`src/rtl/uart_rxq_pkg.sv`:
```
`timescale 1ns/1ps
package uart_rxq_pkg;
  localparam logic [7:0] FCR_KEEP = 8'hC9;
  localparam int FCR_EN_BIT    = 0;
  localparam int FCR_RXCLR_BIT = 1;
  localparam int FCR_TXCLR_BIT = 2;

  typedef struct packed {
    logic ready;
    logic ovr;
    logic brk;
    logic tmo;
  } rxq_flags_t;

  // trigger level in bytes for the two-bit code in FCR[7:6]
  function automatic logic [4:0] level_of(input logic [1:0] code);
    case (code)
      2'd0:    return 5'd1;
      2'd1:    return 5'd4;
      2'd2:    return 5'd8;
      default: return 5'd14;
    endcase
  endfunction

  // bits per character: start + data + optional parity + stop
  function automatic logic [3:0] frame_bits(input logic [3:0] lc);
    logic [3:0] b;
    b = 4'd6 + {2'b00, lc[1:0]};
    b = b + {3'b000, lc[3]} + (lc[2] ? 4'd2 : 4'd1);
    return b;
  endfunction
endpackage

```
`src/rtl/rxq_store.sv`:
```
`timescale 1ns/1ps
module rxq_store #(
  parameter int DEPTH = 16,
  parameter int DW    = 8,
  localparam int AW   = $clog2(DEPTH),
  localparam int CW   = AW + 1
) (
  input  logic          clk,
  input  logic          rst_n,
  input  logic          clr,
  input  logic          push,
  input  logic          pop,
  input  logic [DW-1:0] wdata,
  output logic [DW-1:0] head,
  output logic [CW-1:0] count,
  output logic [CW-1:0] count_nxt,
  output logic          full,
  output logic          empty
);
  logic [DW-1:0] slot [DEPTH];
  logic [AW-1:0] rp, wp;
  logic          pop_ok, push_ok;

  assign empty   = (count == '0);
  assign full    = (count == CW'(DEPTH));
  assign pop_ok  = pop && !empty;
  assign push_ok = push && (!full || pop_ok);
  assign head    = slot[rp];

  function automatic logic [AW-1:0] bump(input logic [AW-1:0] p);
    return (p == AW'(DEPTH - 1)) ? '0 : p + AW'(1);
  endfunction

  always_comb begin
    if (clr) count_nxt = '0;
    else     count_nxt = count + CW'(push_ok) - CW'(pop_ok);
  end

  always_ff @(posedge clk or negedge rst_n) begin
    if (!rst_n) begin
      rp    <= '0;
      wp    <= '0;
      count <= '0;
    end else begin
      count <= count_nxt;
      if (clr) begin
        rp <= '0;
        wp <= '0;
      end else begin
        if (pop_ok)  rp <= bump(rp);
        if (push_ok) wp <= bump(wp);
      end
    end
  end

  for (genvar i = 0; i < DEPTH; i++) begin : g_slot
    always_ff @(posedge clk) begin
      if (push_ok && !clr && wp == AW'(i)) slot[i] <= wdata;
    end
  end

  assert_no_overflow_R2: assert property (@(posedge clk) disable iff (!rst_n)
    count <= CW'(DEPTH));
  assert_keep_on_full_R2: assert property (@(posedge clk) disable iff (!rst_n)
    (full && push && !pop && !clr) |=> (full && $stable(rp) && $stable(wp)));
endmodule

```
`src/rtl/rxq_timer.sv`:
```
`timescale 1ns/1ps
module rxq_timer (
  input  logic       clk,
  input  logic       rst_n,
  input  logic       restart,
  input  logic       cancel,
  input  logic       tick,
  input  logic [3:0] char_bits,
  output logic       expire
);
  localparam int TW = 6;
  logic [TW-1:0] limit, cnt;
  logic          armed;

  assign limit  = {char_bits, 2'b00};
  assign expire = armed && tick && !restart && !cancel && ((cnt + TW'(1)) >= limit);

  always_ff @(posedge clk or negedge rst_n) begin
    if (!rst_n) begin
      armed <= 1'b0;
      cnt   <= '0;
    end else if (cancel) begin
      armed <= 1'b0;
      cnt   <= '0;
    end else if (restart) begin
      armed <= 1'b1;
      cnt   <= '0;
    end else if (armed && tick) begin
      if (expire) begin
        armed <= 1'b0;
        cnt   <= '0;
      end else begin
        cnt <= cnt + TW'(1);
      end
    end
  end

  assert_restart_quiet_R3: assert property (@(posedge clk) disable iff (!rst_n)
    restart |=> !expire);
  assert_single_expire_R3: assert property (@(posedge clk) disable iff (!rst_n)
    expire |=> !expire);
endmodule

```
`src/rtl/rxq_fcr_dec.sv`:
```
`timescale 1ns/1ps
module rxq_fcr_dec
  import uart_rxq_pkg::*;
(
  input  logic       we,
  input  logic [7:0] wdata,
  input  logic       cur_en,
  output logic       rx_clr,
  output logic       tx_clr,
  output logic [7:0] fcr_new
);
  logic en_flip;

  assign en_flip = we && (wdata[FCR_EN_BIT] != cur_en);
  assign rx_clr  = (we && wdata[FCR_RXCLR_BIT]) || en_flip;
  assign tx_clr  = (we && wdata[FCR_TXCLR_BIT]) || en_flip;
  assign fcr_new = wdata & FCR_KEEP;
endmodule

```
`src/rtl/uart_rx_fifo_ctl.sv`:
```
`timescale 1ns/1ps
module uart_rx_fifo_ctl
  import uart_rxq_pkg::*;
#(
  parameter int DEPTH = 16,
  localparam int CW   = $clog2(DEPTH) + 1
) (
  input  logic          clk,
  input  logic          rst_n,
  input  logic          in_valid,
  input  logic          in_brk,
  input  logic [7:0]    in_data,
  input  logic          rd_en,
  output logic [7:0]    rd_data,
  input  logic          lsr_rd,
  input  logic          fcr_we,
  input  logic [7:0]    fcr_wdata,
  output logic [7:0]    fcr_q,
  input  logic [3:0]    lcr_frame,
  input  logic          baud_tick,
  output logic          fifo_en,
  output logic [CW-1:0] rx_count,
  output logic          trig_hit,
  output logic          data_ready,
  output logic          overrun,
  output logic          brk_seen,
  output logic          timeout_pend,
  output logic          tx_fifo_clr
);
  logic [7:0]    fcr_r, fcr_new, hold, in_byte, head;
  logic          rx_clr_c, tx_clr_c, tx_r, trig_r;
  logic          live, q_push, q_pop, nf_push, nf_rd;
  logic          q_full, q_empty, q_drains, ovr_evt, restart, expire;
  logic [CW-1:0] cnt_nxt;
  rxq_flags_t    flg, flg_n;
  logic          en_n;
  logic [1:0]    lvl_code_n;

  rxq_fcr_dec u_dec (
    .we      (fcr_we),
    .wdata   (fcr_wdata),
    .cur_en  (fcr_r[FCR_EN_BIT]),
    .rx_clr  (rx_clr_c),
    .tx_clr  (tx_clr_c),
    .fcr_new (fcr_new)
  );

  assign live    = !fcr_we;
  assign in_byte = in_brk ? 8'h00 : in_data;
  assign q_push  = live && fcr_r[FCR_EN_BIT] && in_valid;
  assign q_pop   = live && fcr_r[FCR_EN_BIT] && rd_en;
  assign nf_push = live && !fcr_r[FCR_EN_BIT] && in_valid;
  assign nf_rd   = live && !fcr_r[FCR_EN_BIT] && rd_en;

  rxq_store #(.DEPTH(DEPTH), .DW(8)) u_store (
    .clk       (clk),
    .rst_n     (rst_n),
    .clr       (rx_clr_c),
    .push      (q_push),
    .pop       (q_pop),
    .wdata     (in_byte),
    .head      (head),
    .count     (rx_count),
    .count_nxt (cnt_nxt),
    .full      (q_full),
    .empty     (q_empty)
  );

  // a read that leaves nothing behind; an arrival in the same cycle refills
  assign q_drains = q_pop && (rx_count <= CW'(1)) && !q_push;
  assign restart  = q_push || (q_pop && (rx_count > CW'(1)));
  assign ovr_evt  = (q_push && q_full && !q_pop) || (nf_push && flg.ready && !nf_rd);

  rxq_timer u_timer (
    .clk       (clk),
    .rst_n     (rst_n),
    .restart   (restart),
    .cancel    (rx_clr_c),
    .tick      (baud_tick),
    .char_bits (frame_bits(lcr_frame)),
    .expire    (expire)
  );

  always_comb begin
    flg_n = flg;
    if (lsr_rd) begin
      flg_n.brk = 1'b0;
      flg_n.ovr = 1'b0;
    end
    if (rx_clr_c) begin
      flg_n.ready = 1'b0;
      flg_n.brk   = 1'b0;
      flg_n.tmo   = 1'b0;
    end else begin
      if (q_pop)                      flg_n.tmo = 1'b0;
      else if (expire && !q_empty)    flg_n.tmo = 1'b1;
      if (q_drains || nf_rd) begin
        flg_n.ready = 1'b0;
        flg_n.brk   = 1'b0;
      end
      if (q_push || nf_push) begin
        flg_n.ready = 1'b1;
        if (in_brk) flg_n.brk = 1'b1;
      end
    end
    if (ovr_evt) flg_n.ovr = 1'b1;
  end

  assign en_n       = fcr_we ? fcr_new[FCR_EN_BIT] : fcr_r[FCR_EN_BIT];
  assign lvl_code_n = fcr_we ? fcr_new[7:6] : fcr_r[7:6];

  always_ff @(posedge clk or negedge rst_n) begin
    if (!rst_n) begin
      fcr_r  <= '0;
      flg    <= '0;
      hold   <= '0;
      trig_r <= 1'b0;
      tx_r   <= 1'b0;
    end else begin
      if (fcr_we)  fcr_r <= fcr_new;
      if (nf_push) hold  <= in_byte;
      flg    <= flg_n;
      tx_r   <= tx_clr_c;
      trig_r <= en_n ? (cnt_nxt >= CW'(level_of(lvl_code_n))) : flg_n.ready;
    end
  end

  assign fcr_q        = fcr_r;
  assign fifo_en      = fcr_r[FCR_EN_BIT];
  assign rd_data      = fcr_r[FCR_EN_BIT] ? (q_empty ? 8'h00 : head) : hold;
  assign data_ready   = flg.ready;
  assign overrun      = flg.ovr;
  assign brk_seen     = flg.brk;
  assign timeout_pend = flg.tmo;
  assign trig_hit     = trig_r;
  assign tx_fifo_clr  = tx_r;

  assert_full_drop_R2: assert property (@(posedge clk) disable iff (!rst_n)
    (fifo_en && rx_count == CW'(DEPTH) && in_valid && !rd_en && !fcr_we)
      |=> (overrun && rx_count == CW'(DEPTH)));
  assert_drain_clears_R4: assert property (@(posedge clk) disable iff (!rst_n)
    (fifo_en && rd_en && !in_valid && !fcr_we && rx_count == CW'(1))
      |=> (!data_ready && !brk_seen && !timeout_pend && rx_count == '0));
  assert_empty_zero_R4: assert property (@(posedge clk) disable iff (!rst_n)
    (fifo_en && rx_count == '0) |-> (rd_data == 8'h00));
  assert_rx_clear_R5: assert property (@(posedge clk) disable iff (!rst_n)
    (fcr_we && (fcr_wdata[1] || (fcr_wdata[0] != fcr_q[0])))
      |=> (rx_count == '0 && !data_ready && !brk_seen && !timeout_pend));
  assert_fcr_keep_R7: assert property (@(posedge clk) disable iff (!rst_n)
    fcr_we |=> (fcr_q == ($past(fcr_wdata) & 8'hC9)));
  assert_break_flags_R8: assert property (@(posedge clk) disable iff (!rst_n)
    (fifo_en && in_valid && in_brk && !fcr_we) |=> (data_ready && brk_seen));
  assert_status_clear_R10: assert property (@(posedge clk) disable iff (!rst_n)
    (lsr_rd && !in_valid) |=> (!overrun && !brk_seen));
  assert_hold_overrun_R11: assert property (@(posedge clk) disable iff (!rst_n)
    (!fifo_en && in_valid && data_ready && !rd_en && !fcr_we) |=> overrun);
endmodule

```
`config.mk`:
```
export PLATFORM = sky130hd
export DESIGN_NAME = uart_rx_fifo_ctl
export DESIGN_NICKNAME = d
export VERILOG_FILES = /design/src/rtl/uart_rxq_pkg.sv /design/src/rtl/rxq_store.sv /design/src/rtl/rxq_timer.sv /design/src/rtl/rxq_fcr_dec.sv /design/src/rtl/uart_rx_fifo_ctl.sv
export SDC_FILE = /design/constraint.sdc
export NUM_CORES = 1
export LEC_CHECK = 0
export BUFFER_PORTS_ARGS = -buffer_cell sky130_fd_sc_hd__buf_2
export CORE_MARGIN = 2
export CORE_UTILIZATION = 40
export DETAILED_ROUTE_END_ITERATION = 8
export PLACE_DENSITY = 0.64
export SLEW_MARGIN = 25
export SYNTH_ARGS = -nofsm -noshare
export SYNTH_HDL_FRONTEND = slang
export SYNTH_SLANG_ARGS = --single-unit
```
`constraint.sdc`:
```
create_clock -name clk -period 5.38 [get_ports clk]
set_clock_uncertainty 0.15 [all_clocks]
set_input_delay 0.269 -clock clk [delete_from_list [all_inputs] [get_ports clk]]
set_output_delay 0.269 -clock clk [all_outputs]
set_load 0.005 [all_outputs]
```
Word level (Yosys, flattened, before mapping):

Memories as Yosys holds them, arrays and structs flattened.
Index checks and enable logic that the tools add are counted.

* shifts and indexed selects: 0
* $mul: 0
* mux-type cells: 111
* $add $sub $neg: 8
* reduce and logical (&&, ||, !) cells: 81
* div/mod/pow operators: 0
* $lt $le $gt $ge: 4
* bitwise logic cells: 0
* eq/ne operators: 20

Operator list (count)
* $mux W8: 18
* $reduce_or A8 Y1: 15
* $mux W4: 21
* $mux W1: 62
* $logic_and A1 B1 Y1: 40
* $eq A4 B4 Y1 const B: 9
* $mux W6: 4
* $eq A4 B3 Y1 const B: 4
* $pmux W4 S3: 1
* $logic_not A1 Y1: 9
* $reduce_bool A3 Y1: 3
* $add A4 B1 Y4 const B: 2
* $eq A4 B2 Y1 const B: 2
* $mux W2: 4
* $logic_or A1 B1 Y1: 7
* $add A6 B1 Y6 const B: 1
* $ge A6 B6 Y1: 1
* $reduce_bool A2 Y1: 3
* $add A5 B1 Y5: 1
* $eq A5 B5 Y1 const B: 1
* $ge A5 B5 Y1: 1
* $gt A5 B1 Y1 const B: 1
* $le A5 B1 Y1 const B: 1
* $logic_not A5 Y1: 1
* other kinds (12): 12

* memory bits (read-only): 0
* RAM bits: 128
* word-level logic and storage cells: 238
* memories: 1
* output and inout port bits: 28
* input bits: 28
* bits in latches: 0
* register bits after elaboration: 38

Memory list
* u_store.slot: words 16, width 8, read ports 1, clocked after Yosys merged registers in 0, write ports 1, RTL line rxq_store.sv:20 `logic [DW-1:0] slot [DEPTH];`

Longest topological paths before layout:

* depth in word-level cells: 26
* gate-level depth with buffers: 15
* mapped depth without buffers: 15

By module:

Synthesis repeated with hierarchy kept, for this count alone.

* cell total of the unflattened synthesis: 530
* area total of the unflattened synthesis: 7795.0 sq um

By module, submodules not included
* rxq_store: cells an instance 338, seq. area each 4169.0 sq um, area an instance 5886.9 sq um, times used 1
* uart_rx_fifo_ctl: cells an instance 123, seq. area each 550.5 sq um, area an instance 1242.4 sq um, times used 1
* rxq_timer: cells an instance 57, seq. area each 175.2 sq um, area an instance 578.1 sq um, times used 1
* rxq_fcr_dec: cells an instance 12, seq. area each 0.0 sq um, area an instance 87.6 sq um, times used 1

Least setup slack after synthesis:

Ideal clock, no wire load.

* path kind: register -> register
* start point: register u_store.count[2]
* end point: register trig_r (netlist: trig_hit)
* arrival: 2.956 ns
* path slack: 2.152 ns
* stages on the path, launching flop included: 15
* required time: 5.109 ns
* period minus slack after synthesis: 3.228 ns
* cells stage by stage: dfrtp_1 -> inv_1 -> ha_1 -> nor4b_2 -> nor2_1 -> ha_1 -> inv_1 -> ha_1 -> inv_1 -> fa_1 -> nor2_1 -> ha_1 -> a211oi_1 -> o21ai_0 -> o22a_1

* cells in the longest elaborated chain, start to end: 10
* elaborated cells between the ends (all ways): 19

Ends and longest elaborated chain
* from (decl): RTL line rxq_store.sv:15 `output logic [CW-1:0] count,`
* from (signal assigned): RTL line rxq_store.sv:45 `count <= count_nxt;`
* $logic_not A5 Y1: RTL line rxq_store.sv:24 `assign empty = (count == '0);`
* $logic_not A1 Y1: RTL line rxq_store.sv:26 `assign pop_ok = pop && !empty;`
* $logic_and A1 B1 Y1: RTL line rxq_store.sv:26
* $logic_or A1 B1 Y1: RTL line rxq_store.sv:27 `assign push_ok = push && (!full || pop_ok);`
* $logic_and A1 B1 Y1: RTL line rxq_store.sv:27
* $add A5 B1 Y5: RTL line rxq_store.sv:36 `else count_nxt = count + CW'(push_ok) - CW'(pop_ok);`
* $sub A5 B1 Y5 *: RTL line rxq_store.sv:36
* $mux W5 *: RTL line rxq_store.sv:35 `if (clr) count_nxt = '0;`
* named net cnt_nxt[1]: RTL line uart_rx_fifo_ctl.sv:34 `logic [CW-1:0] cnt_nxt;`
* $ge A5 B5 Y1 *: RTL line uart_rx_fifo_ctl.sv:124 `trig_r <= en_n ? (cnt_nxt >= CW'(level_of(lvl_code_n))) : flg_n.ready;`
* $mux W1 *: RTL line uart_rx_fifo_ctl.sv:124
* to (signal assigned): RTL line uart_rx_fifo_ctl.sv:124
* to (decl): RTL line uart_rx_fifo_ctl.sv:31 `logic rx_clr_c, tx_clr_c, tx_r, trig_r;`

The timed path passes the listed nets; every way through them passes the cells marked *.
A chain may end at the register's enable or synchronous reset.

Worst setup path in the final report:

Ends and elaborated chain as after synthesis.

==> metrics.md <==
| Metric | Value |
|---|---|
| Setup violators final | 0 |
| Post-synth EDFFs | 128 |
| WHS Path Cells | 2 |
| CTS buffer count | 17 |
| GPL Wtd Cong | just under 0.9 |
| CP max FO | 7 |
| Total core area | around 19000 µm² |
| CTS Root Cell | clkbuf_16 |
| Starting Density | 0.408 |
| Synth top area cells | edfxtp_1 50%, dfrtp_1 12%, mux2i_1 6.4% |
| Mean area per synthesized cell | approximately 14 µm² |
| DIE WIDTH | ~140 µm |
| Fin Setup TNS | 0 ns |
| Port-buffer cells | 49 |
| DR WL/cell | 19.7 µm |
| Combinational group share of total power | 0.168 |
| Vias/cell | between 5 and 6 |
| Area leader, netlist | edfxtp_1 |
| Clock network power share | 0.363 |
| Max_cap viols | 0 |
| Slew Limit Fails | 0 |
| HP Start | fcr_wdata[7] |
| Clock tree from TritonCTS | built |
| Async SR Flop Fraction | 0.229 |
| CP Launch Point | u_store.count[2]$_DFF_PN0_ |
| Clock sinks | roughly 170 |
| Cells on worst reg2reg path | 15 |
| Pre-antenna DRT Iters | 5 |
| Vias post-DR | 4634 |
| Commonest non-fill, non-tap cell in the layout | edfxtp_1 |
| Worst Setup End Kind | register |
| Grt ovf | 0 |
| Hold Fails Final Rpt | 0 |
| IO Pins | 56 |
| F_max | around 270 MHz |
| Crit path DAT | between 3 and 4 ns |
| Die height | between 100 and 150 µm |
| Unrepaired setup endpoints after global routing | no |
| # DRC | 0 |
| Detailed Place HPWL | about 11 mm |
| Yosys top cell area share | 0.503 |
| Slew margin rel. | 0.430 |
| Area Growth Syn to Fin | 13.8% |
| Primary FF master, synth | edfxtp_1 |
| Longest Clk Path Bufs | 2 |
| Sequential-to-total area share from yosys stat | 0.628 |
| Seq pwr share | 0.469 |
| Worst vdd ir | about 0.26 mV |
| Worst-Skew Late Latency | approximately 0.42 ns |
| Global-route wire length before repair | 25.7 mm |
| Crit path kind | register to register |
| Routed Antenna Nets | 0 |
| Critical Path RT | ~5.5 ns |
| Fin util | 0.465 |
| Synthesized instance count | between 500 and 600 |
| Distinct cell type count after synthesis | slightly below 60 |
| Startpoint type of the worst setup path | register |
| Net Sw Frac | 0.259 |
| Crit Reg-Reg Startpoint | u_store.count[2]$_DFF_PN0_ |
| Routed WL | approximately 17 mm |
| Largest net degree at the start of global routing | a little over 40 |
| Synth Warn # | 0 |
| Total track usage | 0.172 |
| Part of the cycle the worst path needs | 0.692 |
| Hold Crit Class | input port to register |
| Minimum clock period | 3.72 ns |
| Placed Area | just over 8000 µm² |
| Vias in the first global route | 4559 |
| Commonest cells after routing, fill and taps aside | 128 x edfxtp_1, 49 x mux2i_1, 49 x buf_2, 36 x dfrtp_1, 26 x ha_1 |
| Status | completed |
| Leakage | approximately 0.0032 µW |
| Internal | ~2400 µW |
| P per Cell Area | 370 nW/µm² |
| Fillcell total | 1612 |
| Die area | ~20000 µm² |
| Area of the mapped netlist | about 7600 µm² |
| Psw | roughly 830 µW |
| H-Tree Level Count | 4 |
| Initial antenna violation count | 0 |
| Post-route cell area | about 8700 µm² |
| Antenna Cells | 0 |
| Worst slew pin tran | 0.856 ns |
| CTS clk-pin slew, worst paths | roughly 0.060 ns |
| Layout cells sized above 1 | 0.180 |
| Post-CTS Setup Inserts | 0 |
| FP Rows | 50 |
| Detailed router's first-iteration violation count | roughly 500 |
| Seq cells post-synth | 166 |
| Final net count | around 650 |
[critical path: stages (launching register included)]
cell	delay (ns)
dfrtp_1	0.40
inv_1	0.11
ha_1	0.19
nor4b_2	0.55
nor2_1	0.22
ha_1	0.32
inv_1	0.06
ha_1	0.16
inv_1	0.06
fa_1	0.40
xnor2_1	0.18
nor2_1	0.08
ha_1	0.30
o21ai_0	0.16
o21ai_0	0.10
o22a_1	0.18
[what timing repair did]
action | 4_1_cts | 5_1_grt
setup endpoints to repair | 0 | 0
gates resized for setup | 0 | 0
hold buffers | 5 | 0
hold endpoints to repair | 42 | 0
[cell type report]
type | instances | area, µm² | area share
flip-flops and latches | 166 | 4800 | 0.552
inverters | 24 | 90.1 | 0.0104
clock inverters | 6 | 78.8 | 0.00907
well taps | 234 | 293 | 0.0337
repair buffers | 61 | 348 | 0.0400
clock buffers | 26 | 479 | 0.0551
multi-input cells | 328 | 2610 | 0.300
[sequential cells by signal (all words and copies together) (netlist names), 4 cells and up]
register	cells
hold	8
u_store.count	5
fcr_q	4
u_store.wp	4
u_store.rp	4
u_timer.cnt	6
u_store.slot	128
[power groups by stage]
| stage | Sequential [µW] | Combinational [µW] | Clock [µW] |
|---|---|---|---|
| floorplan | 1500 | 395 | 0 |
| global placement | 1530 | 534 | 0 |
| detailed placement | 1530 | 544 | 0 |
| CTS | 1510 | 549 | 1180 |
| global route | 1520 | 607 | 1230 |
| finish | 1510 | 542 | 1170 |
[kinds of logic after synthesis]
family | after synthesis | share of synthesized area
AND/OR/NAND/NOR | 122 | 0.0940
flip-flops | 166 | 0.628
other | 1 | 0.000491
adder cells (fa/ha/maj) | 28 | 0.0478
buffers and inverters | 52 | 0.0336
XOR/XNOR | 7 | 0.00803
multiplexers | 68 | 0.104
AO/OA/AOI/OAI | 99 | 0.0845
[worst paths after layout]
kind / endpoint / slack [ns]
max: trig_hit$_DFF_PN0_ / 1.66
max reg2reg: trig_hit$_DFF_PN0_ / 1.66
min: fcr_q[7]$_DFFE_PN0P_ / 0.01
max in group asynchronous: u_store.rp[0]$_DFFE_PN0P_ / 4.10
min in group asynchronous: u_store.count[4]$_DFF_PN0_ / 0.34
min reg2reg: hold[4]$_DFFE_PN0P_ / 0.36
[layer usage]
layer / global-route usage / vias to the layer above / routed length (µm)
li1: - / 2158 / -
met1: 0.227 / 2296 / 7250
met2: 0.275 / 156 / 7980
met3: 0.0373 / 24 / 976
met4: 0.0753 / 0 / 431
met5: 0 / - / 0
[per-stage QoR]
step / hold WS, ns / cells / total power, µW / worst slack [ns]
2_1_floorplan: -0.177 / 546 / 1890 / 2.15
3_5_place_dp: 0.282 / 808 / 2080 / 1.62
5_1_grt: 0.0105 / 845 / 3360 / 1.36
4_1_cts: 0.000245 / 845 / 3240 / 1.61
6_report: 0.00968 / 845 / 3220 / 1.66
3_3_place_gp: 0.270 / 808 / 2060 / 1.64
[synth_stat cells (all sizes together) (3+ instances only)]
cell,instances
a211oi,8
nor2b,14
o31ai,9
nand3,4
mux2i,49
clkbuf,7
ha,26
inv,23
and3b,3
nor3,11
mux4,8
and3,4
a31oi,4
o21ai,16
o21a,4
nand2b,21
dfrtp,38
and4,4
buf,21
o22ai,17
edfxtp,128
nand2,19
and2,10
mux2,11
xnor2,5
a21oi,22
nor3b,8
nor2,14
No activity file was read; power rests on OpenSTA's default activity.
